`config.mk`:
```
export PLATFORM = sky130hd
export DESIGN_NAME = tone_burst_sequencer
export DESIGN_NICKNAME = d
export VERILOG_FILES = /design/src/rtl/tone_burst_sequencer.sv
export SDC_FILE = /design/constraint.sdc
export NUM_CORES = 1
export LEC_CHECK = 0
export CELL_PAD_IN_SITES_DETAIL_PLACEMENT = 2
export CELL_PAD_IN_SITES_GLOBAL_PLACEMENT = 2
export CORE_MARGIN = 10
export CORE_UTILIZATION = 39
export DETAILED_ROUTE_END_ITERATION = 16
export DONT_BUFFER_PORTS = 1
export PLACE_DENSITY_LB_ADDON = 0.1
export SLEW_MARGIN = 20
export SYNTH_ARGS = -nofsm -noshare
export SYNTH_HDL_FRONTEND = slang
export SYNTH_SLANG_ARGS = --single-unit
```
`constraint.sdc`:
```
create_clock -name clk -period 2.95 [get_ports clk]
set_clock_uncertainty 0.05 [all_clocks]
set_input_delay 0.59 -clock clk [delete_from_list [all_inputs] [get_ports clk]]
set_output_delay 0.59 -clock clk [all_outputs]
set_load 0.05 [all_outputs]
```
`src/rtl/tone_burst_sequencer.sv`:
```
module tone_burst_sequencer #(
  parameter int unsigned BURST_CYCLES = 182557
) (
  input  logic clk,
  input  logic rst_n,
  input  logic wr_stb,
  input  logic burst_off,
  input  logic cp_mode,
  input  logic tone_en,
  output logic tone_gate,
  output logic tx_empty_set
);

  localparam int unsigned CW = $clog2(2 * BURST_CYCLES);
  localparam logic [CW-1:0] LEN_N = CW'(BURST_CYCLES - 1);
  localparam logic [CW-1:0] LEN_X = CW'(2 * BURST_CYCLES - 1);

  typedef enum logic [1:0] {IDLE, BURST, PAUSE} phase_t;

  phase_t        ph;
  logic [CW-1:0] cnt;
  logic          ext_q;
  logic          pend_q;

  wire           done      = (cnt == '0);
  wire [CW-1:0]  start_len = cp_mode ? LEN_X : LEN_N;
  wire [CW-1:0]  reload    = ext_q ? LEN_X : LEN_N;

  assign tone_gate = tone_en & (burst_off | (ph == BURST));

  always_ff @(posedge clk or negedge rst_n) begin
    if (!rst_n) begin
      ph           <= IDLE;
      cnt          <= '0;
      ext_q        <= 1'b0;
      pend_q       <= 1'b0;
      tx_empty_set <= 1'b0;
    end else begin
      tx_empty_set <= 1'b0;
      if (burst_off) begin
        ph     <= IDLE;
        cnt    <= '0;
        pend_q <= 1'b0;
      end else begin
        case (ph)
          IDLE: begin
            if (wr_stb) begin
              ph    <= BURST;
              cnt   <= start_len;
              ext_q <= cp_mode;
            end
          end
          BURST: begin
            if (wr_stb) pend_q <= 1'b1;
            if (done) begin
              ph  <= PAUSE;
              cnt <= reload;
            end else begin
              cnt <= cnt - 1'b1;
            end
          end
          PAUSE: begin
            if (done) begin
              if (pend_q || wr_stb) begin
                ph     <= BURST;
                cnt    <= start_len;
                ext_q  <= cp_mode;
                pend_q <= 1'b0;
              end else begin
                ph           <= IDLE;
                tx_empty_set <= 1'b1;
              end
            end else begin
              cnt <= cnt - 1'b1;
              if (wr_stb) pend_q <= 1'b1;
            end
          end
          default: ph <= IDLE;
        endcase
      end
    end
  end


  set_single_chk: assert property (@(posedge clk) disable iff (!rst_n)
    tx_empty_set |=> !tx_empty_set);


  set_after_pause_chk: assert property (@(posedge clk) disable iff (!rst_n)
    tx_empty_set |-> $past(ph) == PAUSE);


  no_set_when_off_chk: assert property (@(posedge clk) disable iff (!rst_n)
    (burst_off && $past(burst_off)) |-> !tx_empty_set);


  gate_needs_enable_chk: assert property (@(posedge clk) disable iff (!rst_n)
    tone_gate |-> tone_en);


  no_restart_chk: assert property (@(posedge clk) disable iff (!rst_n)
    (ph != IDLE && !done && !burst_off) |=> cnt == CW'($past(cnt) - 1'b1));

endmodule

```
Yosys cells after proc, flatten, opt, wreduce, memory -nomap -nowiden
Index checks and enable logic that the tools add are counted. Widths: inputs -> output; s select.

Div/mod/pow operators: 0. Equality and inequality tests: 9. Mux-type cells: 27. Multiply operators: 0. Bitwise operators: 3. Shifts and indexed selects: 0. Magnitude comparators: 0. Reductions and logical operators: 10. Add/sub/neg operators: 1.

Operators with widths (count): $mux 19 (7); $pmux 19 s3 (1); $logic_not 19->1 (1); $sub 19x1->19 const B (1); $mux 1 (12); $ne 3x3->1 const B (3); $mux 2 (4); $ne 2x2->1 const B (3); $pmux 2 s3 (1); $reduce_and 3->1 (2); $reduce_and 5->1 (1); $ne 4x4->1 const B (1); $pmux 1 s2 (2); $reduce_bool 4->1 (1); $reduce_bool 3->1 (1); $eq 2x1->1 const B (1); $eq 2x2->1 const B (1); $logic_not 2->1 (1); $reduce_and 2->1 (1); $reduce_bool 2->1 (1); $and 1x1->1 (1); $logic_or 1x1->1 (1); $not 1->1 (1); $or 1x1->1 (1).

Word-level logic and storage cells: 55. Bits in registers: 24. Memories: 0. Latch bits: 0. Output and inout bits: 2. RAM bits: 0. Input port bits: 6. Memory bits (read-only): 0.

Longest topological paths before layout
Gate-level depths: netlist of run 1.

Depth in word-level cells: 5. Gate-level depth with buffers: 10.

Worst setup path after synthesis of run 1
Ideal clock, no wire load.

Path type: reg2reg. Start: register cnt[0]. End: register cnt[12]. Slack: 0.382 ns. Arrival time: 2.417 ns. Library setup time: 0.101 ns. Stages on the path, launching flop included: 10. Buffers on the path: 2. Cell sequence: dfrtp_1 inv_1 ha_1 or4b_1 or3_4 buf_6 o31a_1 buf_6 a21o_1 o32ai_1.

Cells in the longest elaborated chain, start to end: 4. Elaborated cells between the ends (all ways): 8. Those cells by class: 1 x add/sub; 1 x eq/ne; 4 x mux; 2 x reduce/logical.

RTL lines: from (decl) (line 21) `logic [CW-1:0] cnt;`; from (signal assigned) (line 49) `cnt <= start_len;`; from (signal assigned) (line 57) `cnt <= reload;`; from (signal assigned) (line 59) `cnt <= cnt - 1'b1;`; $sub 19x1->19 / $logic_not 19->1 (equally long branches) (line 59, 74, 25); $mux 19 (on tied branches) (line 63, 55); $pmux 19 s3 (line 45) `case (ph)`; $mux 19 (line 40) `if (burst_off) begin`.

Several ways; a longest one is shown, not always the timed one. A chain may end at the register's enable or synchronous reset.

Final worst setup path of run 1
Same ends and word-level chain as after synthesis.

==> reports/metrics.csv, run 1 <==
metric;value;unit
outcome;finished with violations;
violated checks;setup timing;
Clock Latency Late Sink;0.28;ns
Worst Hold Class;input pin to asynchronous set/reset pin;
WP buf/inv;2;
Crit path depth;9;
Yosys cell types;52;
R2R cell count;9;
DP Worst Slack;0.0330;ns
GRT Resource Usage Total;16.9;%
Core Footprint;0.00435;mm2
synthesized flop and latch total;24;
YS warnings;0;
initial antenna violation count;0;
area grow syn2layout;19.1;%
Die H;87.0;um
placed instance area;0.00186;mm2
first-pass GRT wire length;10200;um
EDFF count, synth;0;
endpoints failing setup;2;
final-report hold violation count;0;
Synth Net Count;217;
Fillers;459;
Pwr Density;1310;mW/mm2
Placed Cells;255;
register area share after synthesis;34.3;%
Avg Cell Area, Syn;8.59;um2
total CTS buffers;3;
fraction of final layout cells sized beyond drive strength 1;17.4;%
top cells by area, synth;dfrtp_1 (34%), ha_1 (5.0%), o21ai_0 (4.6%);
Worst path slowest cell;or4b_4;
Worst-path clk slew;0.10;ns
TritonCTS clock tree;built;
post-route setup slack;-0.00324;ns
CTS Sinks;24;
Port Buf Inserts;0;
critical path peak fanout;7;
H-tree Lvls;1;
number of diodes;0;
total grt overflow;0;
Syn Inst Count;204;
TNS Setup;-0.00365;ns
DRT iter0 DRCs;179;
Slowest Stage Delay on Critical Path;0.50;ns
Post-Syn Area;0.00175;mm2
CP startpoint kind;flop;
row count;24;
post-DR wirelength/cell;26.8;um
R2R Setup Slk;-0.003;ns
FF-to-FF Start;cnt[0];
die width;87.0;um
Post-DRT Antenna Nets;0;
Ports;8;
CP arrival;3.07;ns
CP Capture Type;flop;
largest net degree at the start of global routing;25;
Worst Tran Pin Value;0.754;ns
CP Data Required Time;3.07;ns
die area;0.00758;mm2
Hold WS;0.0617;ns
Via Count;1808;
clk buf depth;2;
CP Class;flop to flop;
drt first pass iters;4;
critical path's top delay family;simple AND/OR/NAND/NOR gates;
Slew Viols, Final;0;
crit-path cells;inv_2 > ha_1 > or4b_4 > or3_4 > buf_4 > o31ai_4 > a21oi_1 > a221oi_1 > o32ai_1;
Crit Reg-Reg Endpoint;cnt[12];
drt total wl;7240;um
vias per inst;6.70;
Layout Cells excl Fill;270;
Synth top area share;34.3;%
nets@finish;232;
fin crit period;2.95;ns
DRC Markers;0;
Slew HR;49.5;%
final period utilization;100;%
CTS root buffer;clkbuf_8;
Leak;0.922;nW
vias in the first global route;1831;
main flop type after synthesis;dfrtp_1;
Fmax achieved;0.339;GHz
ys async rst share;100;%
Max-Cap Viols;0;
post-route design area;0.00209;mm2
Worst VDD drop;0.456;mV
area leader, netlist;dfrtp_1;
Final HPWL DP;4400;um
GP Congestion;0.912;
starting density of the core;40.3;%
[state kept, by name, indices dropped and copies added (netlist names)]
| register | flops |
|---|---|
| tx_empty_set | 1 |
| pend_q | 1 |
| ext_q | 1 |
| cnt | 19 |
| ph | 2 |
[through the flow]
stage	utilization, %	power, mW
4_1_cts	44.8	2.45
3_5_place_dp	42.6	2.12
5_1_grt	48.0	2.89
2_1_floorplan	-	1.63
3_3_place_gp	42.6	2.03
6_report	48.0	2.75
[cell families (layout without fill, tap and decap cells)]
group / count (synthesis) / in the layout / share of synthesized area, %
muxes: 3 / 3 / 1.71
adders and majority gates: 7 / 7 / 5.00
AOI/OAI and AO/OA: 69 / 69 / 27.8
buffers and inverters: 19 / 32 / 5.00
DFF: 24 / 24 / 34.3
and+or+nand+nor: 74 / 75 / 22.2
xor gates and xnor gates: 8 / 8 / 4.00
[layout make-up]
class / instances / area (um2) / area share (%)
timing repair buffer: 19 / 203 / 9.71
inverter: 9 / 33.8 / 1.62
sequential: 24 / 601 / 28.8
clock buffer: 3 / 41.3 / 1.98
multi-input combinational: 162 / 1110 / 53.4
tap: 52 / 65.1 / 3.12
clock inverter: 1 / 30.0 / 1.44
[power breakdown]
part           internal [mW]  switching [mW]
Clock                  0.182           0.120
Combinational          0.699            1.12
Sequential             0.447           0.183
Total                   1.33            1.42
[placed cells by master, fill, tap and decap left out, types with 4 or more instances in the layout]
cell type,Yosys,layout
a211oi_1,7,7
a21oi_1,8,8
nor2b_1,4,4
nor3_1,7,7
nor4_1,4,4
xnor2_1,5,5
buf_4,0,15
a21o_1,6,6
ha_1,7,7
nand2_1,16,16
nor2_1,20,20
inv_1,9,7
dfrtp_1,24,24
nand3_1,5,5
o21ai_0,16,15
[worst max-delay path by stage]
stage,endpoint,startpoint,slack [ns]
floorplan,cnt[12],cnt[0],0.38
global placement,cnt[16],cnt[0],0.23
detailed placement,cnt[12],cnt[0],0.03
CTS,ext_q,cnt[0],0.02
global route,cnt[10],cnt[0],-0.11
finish,cnt[12],cnt[0],-0.003
[synthesized netlist by cell type (2+ instances only)]
cell,instances
xor2_1,3
a221oi_1,2
o41ai_1,2
a211oi_1,7
or4_1,3
a31oi_1,3
a21boi_0,2
nand2_1,16
o32ai_1,3
xnor2_1,5
a21oi_1,8
buf_6,2
or2_2,3
o211ai_1,2
inv_1,9
nand3_1,5
nor3_1,7
o31a_1,2
nor2b_1,4
nand2b_1,2
a21o_1,6
nor2_1,20
nand4_1,2
ha_1,7
o31ai_1,4
dfrtp_1,24
clkbuf_1,6
o21ai_0,16
nor4_1,4
mux2i_1,3
[repair_timing]
action / CTS / global route
hold buffers: 1 / 0
hold endpoints to repair: 24 / 0
setup buffers: 0 / 7
cloned: 0 / 3
pin swaps: 0 / 3
gates resized for setup: 1 / 7
setup endpoints to repair: 1 / 4
[worst register-to-register path, stage by stage (launching register included)]
cell and delay (ns):
dfrtp_1 0.46, inv_2 0.12, ha_1 0.14, or4b_4 0.50
or3_4 0.47, buf_4 0.17, o31ai_4 0.27, a21oi_1 0.20
a221oi_1 0.34, o32ai_1 0.13
[per-layer routing]
metal,global-route usage [%],share of wire [%],vias up
met1,21.5,43,924
met5,0,0,-
met4,5.01,3.7,0
met2,29.1,48,65
li1,-,-,794
met3,1.87,5.7,25
No activity file was read; power rests on OpenSTA's default activity.
==> run 2, diff against run 1 <==
PLACE_DENSITY = 0.81   (was default)
PLACE_DENSITY_LB_ADDON = default   (was 0.1)
==> run 2 against run 1 <==
- the run now ends clean
- count of clock-buffer cells in the layout stayed put
- combinational power decreased by 10%
- core utilization decreased by 3.0 points
- sequential cell count stayed put
- global-route usage rose by 0.51 points
- worst hold slack better by 0.0017 ns
- via count decreased by 6.0%
- first-iteration DRC count decreased by 41%
- sequential share of layout area rose by 1.9 points
- critical path depth decreased by 2
- total power decreased by 11%
- setup slack gained 0.13 ns
- critical path type unchanged
- critical endpoint is now cnt[9]
- largest cell class unchanged
==> reports/metrics.csv, run 2 (synthesis gave the netlist of run 1 again) <==
metric;value;unit;change
Worst Hold Class;input pin to asynchronous set/reset pin;;
combinational share of power;65.9;%;-0.2 points
die width;87.0;um;unchanged
RSZ-0062 raised after global routing;yes;;
Crit Reg-Reg Endpoint;cnt[9];;
drt total wl;6410;um;-11%
utilization after layout;44.9;%;-3.0 points
nets@finish;223;;-3.9%
R2R Setup Slk;0.13;ns;+0.13 ns
DRT iter0 DRCs;105;;-41%
drt first pass iters;4;;unchanged
die area;0.00758;mm2;unchanged
Final HPWL DP;4700;um;+6.9%
row count;24;;unchanged
GRT Resource Usage Total;17.4;%;+0.51 points
largest registers;cnt x19, ph x2;;
Sw Ratio;53.1;%;+1.5 points
Clk network pwr share;8.5;%;-2.5 points
CTS Sinks;24;;unchanged
Slew Viols, Final;0;;unchanged
Int Pwr;1.15;mW;-13%
Worst VDD drop;0.453;mV;-0.84%
fin crit period;2.82;ns;-0.132 ns
total CTS buffers;3;;unchanged
Port Buf Inserts;0;;unchanged
Reg with most FFs;cnt;;
CP Data Required Time;3.07;ns;about the same
Pwr Density;1250;mW/mm2;-4.6%
TritonCTS clock tree;built;;
clk buf depth;2;;unchanged
Core Footprint;0.00435;mm2;unchanged
Worst-path clk slew;0.09;ns;about the same
Die H;87.0;um;unchanged
Worst Tran Pin Value;0.552;ns;-0.202 ns
Fmax achieved;0.354;GHz;+4.7%
Clock Latency Late Sink;0.28;ns;about the same
Post CTS Setup Buffer Count;0;;unchanged
total power;2.46;mW;-11%
Post-DRT Antenna Nets;0;;unchanged
critical path peak fanout;13;;+6
largest net degree at the start of global routing;25;;unchanged
fraction of final layout cells sized beyond drive strength 1;13.5;%;-4.0 points
CP arrival;2.94;ns;-0.13 ns
post-DR wirelength/cell;24.7;um;-8.0%
Reg power frac;25.7;%;+2.8 points
Slew HR;62.9;%;+13 points
area grow syn2layout;11.6;%;
Ports;8;;unchanged
commonest cells after routing, fill and taps aside;dfrtp_1 (24), nor2_1 (20), nand2_1 (16), o21ai_0 (16), inv_1 (9);;
first-pass GRT wire length;10300;um;+1.0%
H-tree Lvls;1;;unchanged
CP startpoint kind;flop;;
GP Congestion;0.891;;-2.3%
Placed Cells;256;;+0.39%
CTS root buffer;clkbuf_8;;
Leak;0.853;nW;-7.5%
vias in the first global route;1884;;+2.9%
outcome;finished, final reports clean;;
Layout Cells excl Fill;260;;-3.7%
R2R cell count;7;;-2
Via Count;1700;;-6.0%
CP Class;flop to flop;;
starting density of the core;40.3;%;unchanged
final period utilization;95.6;%;-4.5 points
endpoints failing setup;0;;-2
most common cell after layout, fill and taps aside;dfrtp_1;;
vias per inst;6.54;;-2.4%
total grt overflow;0;;unchanged
CP Capture Type;flop;;
Max-Cap Viols;0;;unchanged
Net Switching;1.30;mW;-8.0%
initial antenna violation count;0;;unchanged
max reg flops;19;;unchanged
DRC Markers;0;;unchanged
FF-to-FF Start;cnt[0];;
number of diodes;0;;unchanged
final-report hold violation count;0;;unchanged
run 2: area by class of cell:
type,instances,area (um2)
Sequential cell,24,601
Timing Repair Buffer,11,103
Fill cell,488,2400
Inverter,9,33.8
Multi-Input combinational cell,161,1110
Clock buffer,3,41.3
Tap cell,52,65.1
run 2: metrics by stage:
step                cell area [um2]  hold slack, ns  worst slack (ns)  setup TNS [ns]
global placement               1850           0.245             0.221               0
detailed placement             1850           0.245            0.0737               0
CTS                            1910          0.0683           0.00780               0
global route                   1960          0.0589           -0.0401         -0.0893
finish                         1960          0.0634             0.129               0
floorplan                      1750           0.244             0.382               0
run 2: power by group through the flow:
| stage | combinational [mW] | sequential (mW) | clock [mW] |
|---|---|---|---|
| 2_1_floorplan | 1.06 | 0.571 | 0 |
| 3_3_place_gp | 1.42 | 0.605 | 0 |
| 3_5_place_dp | 1.51 | 0.625 | 0 |
| 4_1_cts | 1.53 | 0.620 | 0.213 |
| 5_1_grt | 1.77 | 0.650 | 0.226 |
| 6_report | 1.62 | 0.630 | 0.209 |
run 2: how the worst max path moves through the flow:
stage / startpoint / end / slack, ns
3_3_place_gp: cnt[0] / ext_q / 0.22
4_1_cts: cnt[0] / cnt[16] / 0.008
3_5_place_dp: cnt[0] / cnt[16] / 0.07
5_1_grt: cnt[0] / cnt[12] / -0.04
2_1_floorplan: cnt[0] / cnt[12] / 0.38
6_report: cnt[0] / cnt[9] / 0.13
run 2: per-layer routing:
layer | up-vias | routed length, um | global-route usage, %
met4 | 0 | 145 | 6.33
met3 | 15 | 274 | 3.46
met1 | 872 | 2700 | 21.4
met2 | 42 | 3290 | 29.2
met5 | - | 0 | 0
li1 | 771 | - | -
run 2: worst max-delay path, cell delays in order (launching register included):
cell,delay (ns)
dfrtp_1,0.44
inv_1,0.13
ha_1,0.15
or4b_1,0.49
or3_4,0.46
o31a_2,0.46
a21o_1,0.22
o32ai_1,0.32
run 2: repair_timing:
item                       in CTS  in global routing
hold buffers                    1                  0
gates resized for setup         0                  9
setup endpoints to repair       0                  8
hold endpoints to repair       24                  0
==> run 3, diff against run 2 <==
RECOVER_POWER = 100   (was default)
==> run 3 against run 2 <==
- non-clock buffer count unchanged
- die area stayed put
- sequential power is essentially flat
- global-route usage unchanged
- via count rose by 2.2%
- register-to-register slack about the same
- critical path type unchanged
==> reports/metrics.csv, run 3 (synthesis gave the netlist of run 1 again) <==
metric;value;unit;change
outcome;finished, final reports clean;;
first-pass GRT wire length;10300;um;unchanged
Crit Reg-Reg Endpoint;cnt[9];;
Post-DRT Antenna Nets;0;;unchanged
endpoints failing setup;0;;unchanged
drt total wl;6450;um;+0.56%
post-route design area;0.00194;mm2;-1.0%
final period utilization;95.3;%;-0.36 points
Core Footprint;0.00435;mm2;unchanged
drt first pass iters;4;;unchanged
die width;87.0;um;unchanged
CP Capture Type;flop;;
CP Data Required Time;3.07;ns;about the same
CTS Sinks;24;;unchanged
Die H;87.0;um;unchanged
Leak;0.841;nW;-1.4%
RSZ-0062 raised after global routing;yes;;
Final HPWL DP;4700;um;unchanged
DRC Markers;0;;unchanged
Hold Crit Start;burst_off;;
clk buf depth;2;;unchanged
TritonCTS clock tree;built;;
CP startpoint kind;flop;;
R2R cell count;7;;unchanged
row count;24;;unchanged
Worst Hold Class;input pin to flop;;
total power;2.45;mW;-0.44%
Reg with most FFs;cnt;;
total CTS buffers;3;;unchanged
Post CTS Setup Buffer Count;0;;unchanged
commonest cells after routing, fill and taps aside;dfrtp_1 (24), nor2_1 (20), nand2_1 (16), o21ai_0 (16), inv_1 (9);;
GRT Resource Usage Total;17.4;%;unchanged
Worst Tran Pin Value;1.42;ns;+0.864 ns
Port Buf Inserts;0;;unchanged
post-DR wirelength/cell;24.8;um;+0.56%
GP Congestion;0.891;;unchanged
CP arrival;2.93;ns;about the same
placed instance area;0.00185;mm2;unchanged
Worst-path clk slew;0.09;ns;about the same
critical path peak fanout;13;;unchanged
largest net degree at the start of global routing;25;;unchanged
number of diodes;0;;unchanged
worst hold endpoint;pend_q;;
CTS root buffer;clkbuf_8;;
starting density of the core;40.3;%;unchanged
H-tree Lvls;1;;unchanged
Critical path origin;cnt[0];;
Hold Path Stages;1;;
Layout Cells excl Fill;260;;unchanged
Via Count;1737;;+2.2%
Slew Viols, Final;0;;unchanged
area grow syn2layout;10.5;%;
R2R Setup Slk;0.14;ns;about the same
Max-Cap Viols;0;;unchanged
most common cell after layout, fill and taps aside;dfrtp_1;;
largest registers;cnt x19, ph x2;;
Pwr Density;1260;mW/mm2;+0.59%
Placed Cells;256;;unchanged
total grt overflow;0;;unchanged
Slew HR;5.63;%;-57 points
max reg flops;19;;unchanged
FF-to-FF Start;cnt[0];;
nets@finish;223;;unchanged
Fmax achieved;0.356;GHz;+0.37%
vias in the first global route;1884;;unchanged
fin crit period;2.81;ns;-0.0105 ns
DRT iter0 DRCs;109;;+3.8%
die area;0.00758;mm2;unchanged
CP Class;flop to flop;;
Clock Latency Late Sink;0.28;ns;about the same
final-report hold violation count;0;;unchanged
vias per inst;6.68;;+2.2%
Ports;8;;unchanged
Worst VDD drop;0.451;mV;-0.27%
fraction of final layout cells sized beyond drive strength 1;12.5;%;-0.96 points
initial antenna violation count;0;;unchanged
[run 3: cell type report]
class | count | area, um2
Fill cell | 492 | 2420
Inverter | 9 | 33.8
Timing Repair Buffer | 11 | 82.6
Sequential cell | 24 | 601
Multi-Input combinational cell | 161 | 1110
Clock buffer | 3 | 41.3
Tap cell | 52 | 65.1
[run 3: worst max-delay path, cell delays in order (launching register included)]
cell     delay, ns
dfrtp_1       0.44
inv_1         0.12
ha_1          0.15
or4b_1        0.49
or3_4         0.47
o31a_2        0.46
a21o_1        0.22
o32ai_1       0.30
[run 3: metal layers]
layer	global-route usage (%)	up-vias	wire, um	share of wire [%]
met5	0	-	0	0
met4	6.33	0	149	2.3
met3	3.46	16	176	2.7
met2	29.2	41	3310	51
met1	21.4	909	2820	44
li1	-	771	-	-
[run 3: metrics by stage]
stage               setup TNS [ns]  utilization [%]  setup slack (ns)  hold slack, ns
CTS                              0             43.9           0.00780          0.0683
floorplan                        0                -             0.382           0.244
global placement                 0             42.5             0.221           0.245
detailed placement               0             42.5            0.0737           0.245
finish                           0             44.5             0.139           0.321
global route               -0.0893             44.5           -0.0401           0.314
[run 3: worst max-delay path by stage]
stage	to	slack (ns)
global placement	ext_q	0.22
global route	cnt[12]	-0.04
CTS	cnt[16]	0.008
finish	cnt[9]	0.14
detailed placement	cnt[16]	0.07
floorplan	cnt[12]	0.38
[run 3: where the power goes]
part,total (mW),internal [mW],switching [mW]
clock network,0.208,0.0919,0.116
logic,1.61,0.605,1.00
registers,0.631,0.447,0.184
[run 3: repair_timing]
action | CTS | global route
gates resized for setup | 0 | 9
endpoints found under the setup margin | 0 | 8
hold buffers | 1 | 0
hold endpoints to repair | 24 | 0
